==> src/rtl/stat_tag_pkg.sv <==
package stat_tag_pkg;
   localparam int TAG_W  = 4;
   localparam int TG_ADR = 3;
   localparam int TG_OPL = 2;
   localparam int TG_CMD = 1;
   localparam int TG_SRV = 0;

   typedef enum logic [2:0] {TD_IDLE, TD_CMD, TD_SRV, TD_SELRES, TD_DISC} tag_dec_e;
   typedef enum logic [1:0] {RES_NORMAL = 2'd0, RES_STACK = 2'd1,
                             RES_SELRES = 2'd2, RES_DISC = 2'd3} res_e;
   typedef enum logic [2:0] {S_IDLE, S_REQ, S_ADR_B, S_ADR_A,
                             S_TEST, S_STA_B, S_STA_A} st_e;

   function automatic tag_dec_e classify(input logic [TAG_W-1:0] t);
      tag_dec_e r;
      if (t[TG_SRV] && !t[TG_OPL])                              r = TD_SELRES;
      else if (t[TG_ADR] && t[TG_OPL] && !t[TG_CMD] && !t[TG_SRV]) r = TD_DISC;
      else if (t[TG_SRV])                                       r = TD_SRV;
      else if (t[TG_CMD])                                       r = TD_CMD;
      else                                                      r = TD_IDLE;
      return r;
   endfunction
endpackage

==> src/rtl/stat_tag_dec.sv <==
module stat_tag_dec
   import stat_tag_pkg::*;
(
   input  logic [TAG_W-1:0] tag_i,
   output tag_dec_e         code_o
);
   localparam int TBL_N = 1 << TAG_W;

   tag_dec_e tbl [TBL_N];

   genvar g;
   generate
      for (g = 0; g < TBL_N; g++) begin : g_tbl
         assign tbl[g] = classify(TAG_W'(g));
      end
   endgenerate

   assign code_o = tbl[tag_i];
endmodule

==> src/rtl/stat_tag_cap.sv <==
module stat_tag_cap #(
   parameter int DW = 8
) (
   input  logic          clk,
   input  logic          rst_n,
   input  logic          load_i,
   input  logic [DW-1:0] addr_i,
   input  logic [DW-1:0] stat_i,
   output logic [DW-1:0] addr_o,
   output logic [DW-1:0] stat_o
);
   always_ff @(posedge clk) begin
      if (!rst_n) begin
         addr_o <= '0;
         stat_o <= '0;
      end else if (load_i) begin
         addr_o <= addr_i;
         stat_o <= stat_i;
      end
   end
endmodule

==> src/rtl/stat_tag_seq.sv <==
module stat_tag_seq
   import stat_tag_pkg::*;
#(
   parameter int DW     = 8,
   parameter int DE_BIT = 2
) (
   input  logic          clk,
   input  logic          rst_n,
   input  logic          start_i,
   input  logic [DW-1:0] dev_addr_i,
   input  logic [DW-1:0] dev_stat_i,
   input  logic          chain_i,
   input  logic          sel_i,
   input  logic [3:0]    tag_out_i,
   output logic [DW-1:0] bus_in_o,
   output logic          req_in_o,
   output logic          adr_in_o,
   output logic          opl_in_o,
   output logic          sta_in_o,
   output logic          done_o,
   output logic [1:0]    result_o,
   output logic          chain_o,
   output logic          eos_post_o,
   output logic [DW-1:0] eos_addr_o
);
   generate
      if (DE_BIT >= DW || DE_BIT < 0) begin : g_bad_de
         $error("DE_BIT must index the status byte");
      end
      if (DW < 1) begin : g_bad_dw
         $error("DW must be positive");
      end
   endgenerate

   st_e           state;
   logic          zero_q, phase_sta_q, disc_q;
   logic [DW-1:0] cap_addr, cap_stat;
   tag_dec_e      dec;
   logic          cap_load, abort;

   assign cap_load = (state == S_IDLE) && start_i;
   assign abort    = (dec == TD_SELRES) || (dec == TD_DISC);

   stat_tag_cap #(.DW(DW)) u_cap (
      .clk    (clk),
      .rst_n  (rst_n),
      .load_i (cap_load),
      .addr_i (dev_addr_i),
      .stat_i (dev_stat_i),
      .addr_o (cap_addr),
      .stat_o (cap_stat)
   );

   stat_tag_dec u_dec (
      .tag_i  (tag_out_i),
      .code_o (dec)
   );

   always_ff @(posedge clk) begin
      if (!rst_n) begin
         state       <= S_IDLE;
         zero_q      <= 1'b0;
         phase_sta_q <= 1'b0;
         disc_q      <= 1'b0;
         bus_in_o    <= '0;
         req_in_o    <= 1'b0;
         adr_in_o    <= 1'b0;
         opl_in_o    <= 1'b0;
         sta_in_o    <= 1'b0;
         done_o      <= 1'b0;
         result_o    <= RES_NORMAL;
         chain_o     <= 1'b0;
         eos_post_o  <= 1'b0;
      end else begin
         done_o     <= 1'b0;
         eos_post_o <= 1'b0;
         case (state)
            S_IDLE: begin
               if (start_i) begin
                  req_in_o <= 1'b1;
                  chain_o  <= 1'b0;
                  state    <= S_REQ;
               end
            end
            S_REQ: begin
               if (sel_i && !tag_out_i[TG_ADR]) begin
                  bus_in_o <= cap_addr;
                  adr_in_o <= 1'b1;
                  opl_in_o <= 1'b1;
                  req_in_o <= 1'b0;
                  state    <= S_ADR_B;
               end
            end
            S_ADR_B: begin
               if (abort) begin
                  zero_q      <= 1'b0;
                  disc_q      <= (dec == TD_DISC);
                  phase_sta_q <= 1'b0;
                  state       <= S_TEST;
               end else if (dec == TD_CMD) begin
                  adr_in_o <= 1'b0;
                  zero_q   <= 1'b0;
                  state    <= S_ADR_A;
               end
            end
            S_ADR_A: begin
               if (abort) begin
                  zero_q      <= 1'b0;
                  disc_q      <= (dec == TD_DISC);
                  phase_sta_q <= 1'b0;
                  state       <= S_TEST;
               end else if (!tag_out_i[TG_CMD]) begin
                  zero_q      <= 1'b1;
                  phase_sta_q <= 1'b0;
                  state       <= S_TEST;
               end
            end
            S_TEST: begin
               if (zero_q && !phase_sta_q) begin
                  bus_in_o <= cap_stat;
                  sta_in_o <= 1'b1;
                  state    <= S_STA_B;
               end else begin
                  done_o     <= 1'b1;
                  result_o   <= zero_q ? RES_NORMAL : (disc_q ? RES_DISC : RES_SELRES);
                  eos_post_o <= zero_q && cap_stat[DE_BIT];
                  bus_in_o   <= '0;
                  adr_in_o   <= 1'b0;
                  opl_in_o   <= 1'b0;
                  sta_in_o   <= 1'b0;
                  state      <= S_IDLE;
               end
            end
            S_STA_B: begin
               if (abort) begin
                  zero_q      <= 1'b0;
                  disc_q      <= (dec == TD_DISC);
                  phase_sta_q <= 1'b1;
                  state       <= S_TEST;
               end else if (dec == TD_SRV) begin
                  done_o   <= 1'b1;
                  result_o <= RES_STACK;
                  bus_in_o <= '0;
                  opl_in_o <= 1'b0;
                  sta_in_o <= 1'b0;
                  req_in_o <= 1'b1;
                  state    <= S_REQ;
               end else if (dec == TD_CMD) begin
                  chain_o <= chain_i;
                  zero_q  <= 1'b0;
                  state   <= S_STA_A;
               end
            end
            S_STA_A: begin
               if (abort) begin
                  zero_q      <= 1'b0;
                  disc_q      <= (dec == TD_DISC);
                  phase_sta_q <= 1'b1;
                  state       <= S_TEST;
               end else if (!tag_out_i[TG_CMD] && !tag_out_i[TG_SRV]) begin
                  zero_q      <= 1'b1;
                  phase_sta_q <= 1'b1;
                  state       <= S_TEST;
               end
            end
            default: state <= S_IDLE;
         endcase
      end
   end

   assign eos_addr_o = eos_post_o ? cap_addr : '0;
endmodule

==> config.mk <==
export PLATFORM = sky130hd
export DESIGN_NAME = stat_tag_seq
export DESIGN_NICKNAME = d
export VERILOG_FILES = /design/src/rtl/stat_tag_pkg.sv /design/src/rtl/stat_tag_dec.sv /design/src/rtl/stat_tag_cap.sv /design/src/rtl/stat_tag_seq.sv
export SDC_FILE = /design/constraint.sdc
export NUM_CORES = 1
export LEC_CHECK = 0
export BUFFER_PORTS_ARGS = -buffer_cell sky130_fd_sc_hd__buf_2
export CORE_ASPECT_RATIO = 0.5
export CORE_MARGIN = 4
export CORE_UTILIZATION = 23
export DETAILED_ROUTE_END_ITERATION = 8
export PLACE_DENSITY = 0.42
export SETUP_SLACK_MARGIN = 0.4
export SLEW_MARGIN = 30
export SYNTH_ARGS = -nofsm -noshare
export SYNTH_HDL_FRONTEND = slang
export SYNTH_HIERARCHICAL = 1
export SYNTH_SLANG_ARGS = --single-unit
==> constraint.sdc <==
create_clock -name clk -period 1.7 [get_ports clk]
set_input_delay 0.17 -clock clk [delete_from_list [all_inputs] [get_ports clk]]
set_output_delay 0.17 -clock clk [all_outputs]
set_load 0.01 [all_outputs]
==> key figures, run 1 <==
Status
  – Status: finished clean

Logic synthesis
  – Net Count, Synth: 255
  – Top cells by area, synth: dfxtp_1 (38%), mux2i_1 (10%), nor2b_1 (7.6%)
  – Synth unique cells: 44
  – Sequential area share after synthesis: 0.381
  – Post-Synth Simple-Gate Area: 0.259
  – #FFs+latches synth: 39
  – Largest family of logic cells by synthesized area: simple AND/OR/NAND/NOR gates
  – Syn_area_per_cell: 8.92 um2
  – Area leader, netlist: dfxtp_1
  – Post-Syn Area: 2050 um2
  – Synth Area in Compound Gates: 0.200
  – Syn. warnings: 6
  – Number of flops mapped to enable cells by yosys: 0
  – Area share of the largest cell type after synthesis: 0.381
  – Mux cell area share after synthesis: 0.103
  – Asr flop ratio synth: 0
  – Adder-cell share of the synthesized area: 0
  – Cell count after synthesis: 230
  – Synth Area in XOR/XNOR: 0.00427
  – Most used DFF post-synth: dfxtp_1

Worst setup path
  – CP max-delay cell: or3b_4
  – Critical Path Sink Type: flop
  – Critical Path Start: tag_out_i[0]
  – CP required: approximately 1900 ps
  – Critical path class: in -> reg
  – Worst path max stage delay: roughly 400 ps
  – CP arrival: 1680 ps
  – Worst Setup Start Kind: primary input
  – Worst-path fanout max: 6
  – FF-to-FF End: bus_in_o[4]
  – R2R Setup Slk: roughly 200 ps
  – Reg2Reg Depth: 7
  – Crit-path cells: buf_8 -> mux2i_4 -> or3b_4 -> and2_4 -> a211oi_4 -> buf_6 -> nand2_2 -> o211a_1
  – Critical path's top delay family: simple AND/OR/NAND/NOR gates
  – R2R Path Start: state[0]
  – CP bufs+invs: 2

Timing
  – RSZ-0062 raised after global routing: yes
  – # setup viols final: 0
  – Final-report hold violation count: 0
  – Max Slew Vio Count: 0
  – Worst slew margin: 0.622
  – Final worst path period share: 0.886
  – Worst Clk Skew: 5.61 ps
  – Hold Slack: 145 ps
  – Min cycle time layout: 1510 ps
  – Achievable clock frequency: roughly 660 MHz
  – Tightest Pin Transition: 567 ps
  – Final setup TNS: 0 ps

Clocking
  – Clock sink total: 39
  – CTS H-Tree Depth: 2
  – Worst-Skew Late Latency: between 200 and 300 ps
  – Clk buf depth: 2
  – Root Driver: clkbuf_16
  – TritonCTS clock tree: built
  – CTS Hold Buffers Added: 0
  – Worst-path clk slew: 60 ps
  – Cts bufs inserted: 5

Global route
  – Total grt overflow: 0
  – Pin count of the biggest net entering global routing: 33
  – GR peak layer: met2
  – Met1 usage: 0.161
  – Tot GR Track Use: 0.125
  – First-pass GRT wire length: 10600 um
  – Antenna violations before repair: 0
  – Vias in the first global route: 2143
  – Met2 Usage GRT: 0.218
  – Grt met3 use: 0.0235

Detailed routing
  – TritonRoute pass-1 iters: 4
  – Drt drc: 0
  – DR vias/cell: 4.60
  – Via Count: ~2000
  – DRT Wirelength: 6570 um
  – Iter 0 DRT Violations: 143
  – Remaining antenna violation count: 0
  – Routed len/inst: 15.1 um

Placement
  – PortBufs: 49
  – GP Congestion: around 0.8
  – Detailed Place HPWL: approximately 4300 um
  – Cells after DPL: about 410

Cells and area
  – Final net count: ~340
  – Diodes inserted: 0
  – Leading cell types in the layout, fill and taps excluded: buf_2 (46), dfxtp_1 (35), buf_4 (30)
  – Synth-to-Final Area Change: 59.7%
  – Commonest non-fill, non-tap cell in the layout: buf_2
  – Final Instance Count excl. Fillers: 434
  – Fill cells: 884
  – Share of cells above drive strength 1: 0.479

Hold path
  – Hold path depth: 3
  – Hold WC Path Type: in -> reg
  – Hold Path Sink: u_cap/addr_o[2]
  – Hold Crit Start: dev_addr_i[2]

Power and ir drop
  – VDD IR-drop max: 420 uV
  – P_leak: 1.47 nW
  – PwrDens: 1240 nW/um2
  – Total power: 4.06 mW

Floorplanning
  – Initial Util: 0.236
  – Ports: 50
  – Die height: 74.8 um
  – Die Wd: between 100 and 150 um
  – FP Rows: 24
  – Die ar.: roughly 11000 um2
  – CORE AREA: ~8700 um2

Job
  – Max cap viols: 0
==> registers in the layout, summed over array words and instances, names as in the netlist <==
| name | flops |
|---|---|
| done_o | 1 |
| bus_in_o | 8 |
| eos_post_o | 1 |
| chain_o | 1 |
| opl_in_o | 1 |
| result_o | 2 |
| phase_sta_q | 1 |
| disc_q | 1 |
| state | 3 |
| u_cap/addr_o | 8 |
| adr_in_o | 1 |
| req_in_o | 1 |
| u_cap/stat_o | 8 |
| sta_in_o | 1 |
| zero_q | 1 |
==> cell usage after synthesis (all sizes together), types with 2 or more instances <==
| cell | instances |
|---|---|
| nor2b | 25 |
| a21boi | 5 |
| and2 | 11 |
| clkbuf | 10 |
| mux2i | 21 |
| a21oi | 7 |
| o31ai | 3 |
| and3b | 3 |
| nor3 | 4 |
| nand4 | 2 |
| nand2 | 22 |
| o21ai | 9 |
| nand3 | 4 |
| o211ai | 2 |
| nor3b | 4 |
| dfxtp | 39 |
| a211oi | 2 |
| nor2 | 11 |
| o211a | 10 |
| a22oi | 9 |
| and3 | 2 |
| inv | 4 |
| nand2b | 2 |
| buf | 6 |
==> timing repair <==
action,4_1_cts,5_1_grt
setup buffers,14,4
pin swaps,18,14
gates cloned,3,0
setup endpoints to repair,45,37
gates resized for setup,59,26
==> where the power goes <==
part / leakage [nW] / total, mW / switching (mW) / internal [mW]
Combinational: 1.07 / 1.77 / 0.806 / 0.962
Clock: 0.0838 / 1.08 / 0.386 / 0.692
Sequential: 0.320 / 1.21 / 0.129 / 1.08
Total: 1.47 / 4.06 / 1.32 / 2.74
==> worst max-delay path by stage <==
stage | end | depth (start not counted)
6_report | bus_in_o[4] | 8
5_1_grt | state[2] | 6
4_1_cts | bus_in_o[4] | 7
3_5_place_dp | bus_in_o[4] | 8
3_3_place_gp | bus_in_o[5] | 8
2_1_floorplan | bus_in_o[6] | 8
==> cell families after synthesis <==
logic type | Yosys count
buffers and inverters | 20
muxes | 21
AOI/OAI and AO/OA | 54
DFF | 39
and+or+nand+nor | 95
xor gates and xnor gates | 1
==> worst reg2reg max path, cell delays in order, from the launching register on <==
cell,delay (ps)
dfxtp_2,330
buf_6,130
buf_6,130
and2_4,150
a211oi_4,300
buf_6,180
nand2_2,50
o211a_1,130
==> layout make-up <==
class	instances	area [um2]	area share
Multi-Input combinational cell	171	1440	0.439
Inverter	4	15.0	0.00458
Sequential cell	39	791	0.241
Tap cell	117	146	0.0447
Timing Repair Buffer	95	718	0.219
Clock inverter	3	43.8	0.0134
Clock buffer	5	125	0.0382
==> per-layer routing <==
metal  up-vias  routed length, um
li1        989                  -
met1       955               3190
met2        43               3070
met3         8                216
met4         0                 91
met5         -                  0
==> through the flow <==
step                setup slack (ps)  utilization  instance area [um2]
global placement               -78.7        0.298                 2590
floorplan                        112            -                 2120
global route                     117        0.377                 3280
finish                           193        0.377                 3280
detailed placement              -153        0.298                 2590
CTS                              161        0.361                 3140
No activity file was read; power rests on OpenSTA's default activity.
==> run 2: changes to the inputs <==
--- a/config.mk
+++ b/config.mk
@@ -5,12 +5,12 @@
 export SDC_FILE = /design/constraint.sdc
 export NUM_CORES = 1
 export LEC_CHECK = 0
-export BUFFER_PORTS_ARGS = -buffer_cell sky130_fd_sc_hd__buf_2
 export CORE_ASPECT_RATIO = 0.5
 export CORE_MARGIN = 4
 export CORE_UTILIZATION = 23
 export DETAILED_ROUTE_END_ITERATION = 8
-export PLACE_DENSITY = 0.42
+export DONT_BUFFER_PORTS = 1
+export PLACE_DENSITY = 0.37
 export SETUP_SLACK_MARGIN = 0.4
 export SLEW_MARGIN = 30
 export SYNTH_ARGS = -nofsm -noshare
==> run 2 against run 1 <==
  * Routed wire length down 2.6%
  * Hold slack got worse by 120 ps
  * Die area is the same
  * Global-route usage is 0.055 points lower
  * Clock power rose by 12%
  * Combinational power shrank 13%
  * Sequential cell count unchanged
  * Total power decreased by 1.7%
  * Maximum frequency about the same
  * Sequential share of layout area rose by 2.9 points
  * Clock-buffer cell count rose by 1
  * Critical path type is now reg -> reg
  * Critical endpoint is now bus_in_o[0]
  * Largest cell class unchanged
  * Highest routed layer unchanged
==> key figures, run 2 (same netlist as run 1, synthesis figures left out) <==
Floorplanning
  – FP Rows: 24 (unchanged)
  – Initial Util: 0.236 (unchanged)
  – Ports: 50 (unchanged)
  – Die ar.: 10600 um2 (unchanged)
  – Die height: 74.8 um (unchanged)
  – CORE AREA: 8680 um2 (unchanged)
  – Die Wd: 142 um (unchanged)

Power and ir drop
  – VDD IR-drop max: 573 uV (+37%)
  – Internal power: 2.78 mW (+1.7%)
  – Switching part of the total: 0.302 (-0.0236)
  – P_sw: 1.20 mW (-8.9%)
  – Sequential group share of total power: 0.312 (+0.013)
  – PwrDens: 1370 nW/um2 (+10%)
  – P_leak: 1.18 nW (-20%)
  – Clock share of power: 0.303 (+0.037)
  – Comb pwr share: 0.385 (-0.051)

Cells and area
  – Final Instance Count excl. Fillers: 377 (-13%)
  – Multi-input gate area: 1340 um2 (-6.7%)
  – Synth-to-Final Area Change: 42.3%
  – Leading cell types in the layout, fill and taps excluded: dfxtp_1 (35), nor2b_1 (25), buf_4 (24)
  – Reg area: 788 um2 (-0.32%)
  – Fill cells: 879 (-0.57%)
  – Final net count: 284 (-17%)
  – Share of cells above drive strength 1: 0.312 (-0.168)
  – Largest registers: bus_in_o: 8 flops, u_cap/addr_o: 8 flops, u_cap/stat_o: 8 flops
  – Commonest non-fill, non-tap cell in the layout: dfxtp_1
  – Diodes inserted: 0 (unchanged)

Placement
  – Cells after DPL: 353 (-13%)
  – Detailed Place HPWL: 4180 um (-3.8%)
  – GP Congestion: 0.805 (+2.7%)
  – Worst slack at placement: -81.5 ps (+71.5 ps)
  – PortBufs: 0 (-100%)

Global route
  – Tot GR Track Use: 0.124 (-0.000552)
  – Vias in the first global route: 1890 (-12%)
  – First-pass GRT wire length: 10100 um (-4.5%)
  – Pin count of the biggest net entering global routing: 44 (+33%)
  – Total grt overflow: 0 (unchanged)
  – Antenna violations before repair: 0 (unchanged)

Timing
  – RSZ-0062 raised after global routing: yes
  – Tightest Pin Transition: 355 ps (-213 ps)
  – Achievable clock frequency: 664 MHz (about the same)
  – Final worst path period share: 0.886 (about the same)
  – Worst slew margin: 0.759 (+0.137)
  – Worst Clk Skew: 5.86 ps (+0.244 ps)
  – # setup viols final: 0 (unchanged)
  – Max Slew Vio Count: 0 (unchanged)
  – Final Worst Setup Slack: 195 ps (+1.11 ps)
  – Min cycle time layout: 1510 ps (-1.11 ps)
  – Final-report hold violation count: 0 (unchanged)

Status
  – Status: finished clean

Detailed routing
  – Via Count: 1782 (-11%)
  – DRT Wirelength: 6390 um (-2.6%)
  – Remaining antenna violation count: 0 (unchanged)
  – TritonRoute pass-1 iters: 4 (unchanged)
  – Routed len/inst: 17.0 um (+12%)
  – Drt drc: 0 (unchanged)
  – DR vias/cell: 4.73 (+2.8%)
  – Iter 0 DRT Violations: 100 (-30%)

Hold path
  – Hold WC Path Type: in -> reg

Clocking
  – Worst-path clk slew: 60 ps (about the same)
  – Root Driver: clkbuf_16
  – Clock sink total: 39 (unchanged)
  – TritonCTS clock tree: built
  – CTS Hold Buffers Added: 0 (unchanged)
  – Cts bufs inserted: 5 (unchanged)
  – CTS H-Tree Depth: 2 (unchanged)
  – Clk buf depth: 2 (unchanged)
  – Worst-Skew Late Latency: 280 ps (about the same)

Worst setup path
  – Critical path class: reg -> reg
  – CP arrival: 1730 ps (+50 ps)
  – Worst Setup Start Kind: flop
  – CP required: 1930 ps (+60 ps)
  – Critical Path Sink Type: flop
  – Worst-path fanout max: 8 (+2)

Job
  – Max cap viols: 0 (unchanged)
run 2: cell types whose count changed in the layout (fill, tap and decap cells not counted), moves of 2 or more:
| cell | delta |
|---|---|
| nor2b_2 | -2 |
| nor3b_2 | +2 |
| buf_2 | -46 |
| nor2b_1 | +3 |
| buf_4 | -6 |
| mux2i_4 | -2 |
| nand2_1 | +8 |
| buf_12 | +3 |
| nand2_2 | -8 |
| mux2i_1 | +2 |
| buf_6 | -9 |
| o21ai_0 | +2 |
| nor3b_4 | -2 |
run 2: final cells by class:
| class | count | share of cell area |
|---|---|---|
| flip-flops and latches | 39 | 0.270 |
| clock inverters | 2 | 0.0206 |
| clock buffers | 6 | 0.0442 |
| repair buffers | 38 | 0.151 |
| inverters | 4 | 0.00515 |
| well taps | 117 | 0.0502 |
| multi-input cells | 171 | 0.459 |
run 2: power groups by stage:
stage               combinational (mW)  sequential (mW)  clock (mW)
finish                            1.54             1.24        1.21
global route                      1.65             1.27        1.27
CTS                               1.44             1.25        1.24
detailed placement               0.973             1.26           0
global placement                 0.965             1.26           0
floorplan                        0.817             1.20           0
run 2: layer usage:
metal / global-route usage / up-vias / part of all wire
met4: 0.0415 / 0 / 0.015
met1: 0.159 / 851 / 0.48
met5: 0 / - / 0
met3: 0.0368 / 9 / 0.053
li1: - / 878 / -
met2: 0.204 / 44 / 0.45
run 2: critical path: stages (launching register included):
cell,delay [ps]
dfxtp_2,330
buf_6,130
buf_8,120
and2_4,160
a211oi_4,200
buf_6,160
buf_6,110
buf_16,110
o211a_1,130
run 2: worst paths after layout:
kind | start | endpoint | slack (ps) | cells past startpoint
worst max-delay path | state[0] | bus_in_o[0] | 190 | 8
worst min-delay path | rst_n | u_cap/addr_o[7] | 30 | 1
worst max register to register | state[0] | bus_in_o[0] | 190 | 8
worst min register to register | disc_q | disc_q | 490 | 2
run 2: timing repair:
| action | CTS | global route |
|---|---|---|
| setup buffers | 7 | 5 |
| setup endpoints to repair | 46 | 36 |
| pin swaps | 19 | 13 |
| resized for setup | 36 | 15 |
| gates cloned | 3 | 1 |
run 2: stage by stage:
step                TNS, ps  hold WS [ps]  cell area, um2  utilization  power [mW]
floorplan                 0           298            2120            -        2.01
finish                    0          27.7            2920        0.336        3.99
detailed placement     -303           305            2350        0.270        2.23
global route              0          15.5            2920        0.336        4.20
global placement          0           304            2350        0.270        2.22
CTS                       0          12.5            2820        0.325        3.93
==> run 3: changes to the inputs <==
--- a/config.mk
+++ b/config.mk
@@ -5,7 +5,7 @@
 export SDC_FILE = /design/constraint.sdc
 export NUM_CORES = 1
 export LEC_CHECK = 0
-export CORE_ASPECT_RATIO = 0.5
+export CORE_ASPECT_RATIO = 1.2
 export CORE_MARGIN = 4
 export CORE_UTILIZATION = 23
 export DETAILED_ROUTE_END_ITERATION = 8
==> run 3 against run 2 <==
  * Design area decreased by 3.1%
  * Utilization decreased by 0.96 points
  * Clock power shrank 23%
  * Critical endpoint is now bus_in_o[4]
  * Largest power group unchanged
  * Sequential cell count did not move
  * Global-route usage is 0.63 points lower
  * Die area down 0.80%
  * Hold slack worse by 14 ps
  * Critical path depth unchanged
==> key figures, run 3 (same netlist as run 1, synthesis figures left out) <==
Status
  – Status: finished clean

Clocking
  – Worst-path clk slew: 80 ps (+20 ps)
  – Clock sink total: 39 (unchanged)
  – TritonCTS clock tree: built
  – Root Driver: clkbuf_8
  – Cts bufs inserted: 5 (unchanged)
  – CTS H-Tree Depth: 2 (unchanged)
  – Worst-Skew Late Latency: 290 ps (about the same)
  – Clk buf depth: 2 (unchanged)

Cells and area
  – Leading cell types in the layout, fill and taps excluded: dfxtp_1 (35), buf_4 (31), nor2b_1 (24)
  – Diodes inserted: 0 (unchanged)
  – Synth-to-Final Area Change: 37.9%
  – Fin util: 0.327 (-0.00958)
  – Share of cells above drive strength 1: 0.328 (+0.0167)
  – Commonest non-fill, non-tap cell in the layout: dfxtp_1
  – Largest registers: bus_in_o: 8 flops, u_cap/addr_o: 8 flops, u_cap/stat_o: 8 flops
  – Final net count: 286 (+0.70%)

Worst setup path
  – Reg2Reg Depth: 8 (unchanged)
  – Worst-path fanout max: 8 (unchanged)
  – Critical Path Sink Type: flop
  – Crit-path cells: buf_6 -> buf_8 -> nor3b_4 -> and2_4 -> buf_12 -> a22oi_1 -> nand2_1 -> o211a_1
  – CP required: 1940 ps (about the same)
  – Worst Setup Start Kind: flop
  – R2R Path Start: state[0]
  – Worst path max stage delay: 340 ps (about the same)
  – CP max-delay cell: dfxtp_2
  – CP arrival: 1710 ps (-20 ps)
  – Critical path class: reg -> reg
  – Critical Path Start: state[0]
  – R2R Setup Slk: 230 ps (+30 ps)
  – FF-to-FF End: bus_in_o[4]

Global route
  – Total grt overflow: 0 (unchanged)
  – Pin count of the biggest net entering global routing: 31 (-30%)
  – First-pass GRT wire length: 9750 um (-3.2%)
  – Vias in the first global route: 1837 (-2.8%)
  – Antenna violations before repair: 0 (unchanged)
  – Tot GR Track Use: 0.118 (-0.00634)

Detailed routing
  – Iter 0 DRT Violations: 43 (-57%)
  – Remaining antenna violation count: 0 (unchanged)
  – DR vias/cell: 4.59 (-2.9%)
  – Routed len/inst: 16.0 um (-5.7%)
  – DRT Wirelength: 6060 um (-5.2%)
  – Drt drc: 0 (unchanged)
  – TritonRoute pass-1 iters: 4 (unchanged)
  – Via Count: 1739 (-2.4%)

Floorplanning
  – CORE AREA: 8660 um2 (-0.25%)
  – Ports: 50 (unchanged)
  – Initial Util: 0.237 (+0.000581)
  – FP Rows: 37 (+54%)
  – Die ar.: 10500 um2 (-0.80%)
  – Die Wd: 94.2 um (-33%)
  – Die height: 111 um (+49%)

Timing
  – Worst slew margin: 0.652 (-0.106)
  – RSZ-0062 raised after global routing: yes
  – Final setup TNS: 0 ps (unchanged)
  – Final worst path period share: 0.867 (-0.0190)
  – Worst Clk Skew: 5.16 ps (-0.693 ps)
  – Achievable clock frequency: 679 MHz (+2.2%)
  – # setup viols final: 0 (unchanged)
  – Hold Slack: 13.8 ps (-14.0 ps)
  – Min cycle time layout: 1470 ps (-32.3 ps)
  – Final-report hold violation count: 0 (unchanged)
  – Tightest Pin Transition: 520 ps (+165 ps)
  – Max Slew Vio Count: 0 (unchanged)

Job
  – Max cap viols: 0 (unchanged)

Placement
  – GP Congestion: 0.740 (-8.0%)
  – PortBufs: 0 (unchanged)
  – Detailed Place HPWL: 4200 um (+0.35%)

Hold path
  – Hold path depth: 1 (unchanged)
  – Hold Crit Start: rst_n
  – Hold WC Path Type: in -> reg
  – Hold Path Sink: u_cap/stat_o[2]

Power and ir drop
  – Clock share of power: 0.261 (-0.042)
  – P_leak: 1.14 nW (-3.2%)
  – Internal power: 2.46 mW (-12%)
  – PwrDens: 1270 nW/um2 (-7.2%)
  – P_sw: 1.12 mW (-6.6%)
  – Switching part of the total: 0.314 (+0.0119)
  – Sequential group share of total power: 0.348 (+0.036)
  – VDD IR-drop max: 407 uV (-29%)
  – Comb pwr share: 0.391 (+0.006)
[run 3: worst max path at each step]
stage                     cells past startpoint           to  slack [ps]
after CTS                                     8  bus_in_o[2]         220
after global placement                        8  bus_in_o[4]          20
after detailed placement                      7  bus_in_o[0]           3
final                                         8  bus_in_o[4]         230
after global routing                          7     opl_in_o         140
after floorplan                               8  bus_in_o[6]         110
[run 3: stage by stage]
stage                     std cells  power (mW)  setup WS [ps]  area [um2]
final                           379        3.58            227        2830
after global routing            379        3.80            144        2830
after CTS                       379        3.58            217        2780
after detailed placement        361        2.29           3.39        2390
after global placement          361        2.29           19.5        2390
after floorplan                 230        2.01            112        2120
[run 3: what timing repair did]
action / 4_1_cts / 5_1_grt
endpoints found under the hold margin: 14 / 0
setup endpoints to repair: 45 / 37
buffers inserted: 7 / 0
gates cloned: 1 / 0
hold buffers: 2 / 0
gates resized for setup: 38 / 11
pin swaps: 16 / 7
[run 3: layout make-up]
type | instances | area, um2
timing repair buffer | 40 | 378
tap | 117 | 146
fill | 941 | 5830
multi-input combinational | 171 | 1360
clock inverter | 3 | 67.6
sequential | 39 | 791
inverter | 4 | 15.0
clock buffer | 5 | 68.8
[run 3: power groups by stage]
stage / registers, mW / logic, mW / clock network, mW
final: 1.25 / 1.40 / 0.936
after global routing: 1.27 / 1.53 / 0.997
after CTS: 1.25 / 1.36 / 0.971
after detailed placement: 1.25 / 1.03 / 0
after global placement: 1.25 / 1.03 / 0
after floorplan: 1.20 / 0.817 / 0
[run 3: critical path: cells and delay by family (launching register included)]
kind,cells,cell delay [ps]
AND/OR/NAND/NOR,3,500
buffers and inverters,3,360
AO/OA/AOI/OAI,2,200
flip-flops,1,340
[run 3: per-layer routing]
| layer | vias up | GRT usage | wire length [um] |
|---|---|---|---|
| met1 | 808 | 0.146 | 2680 |
| met4 | 0 | 0.0260 | 44 |
| li1 | 880 | - | - |
| met5 | - | 0 | 0 |
| met3 | 5 | 0.0405 | 444 |
| met2 | 46 | 0.196 | 2890 |
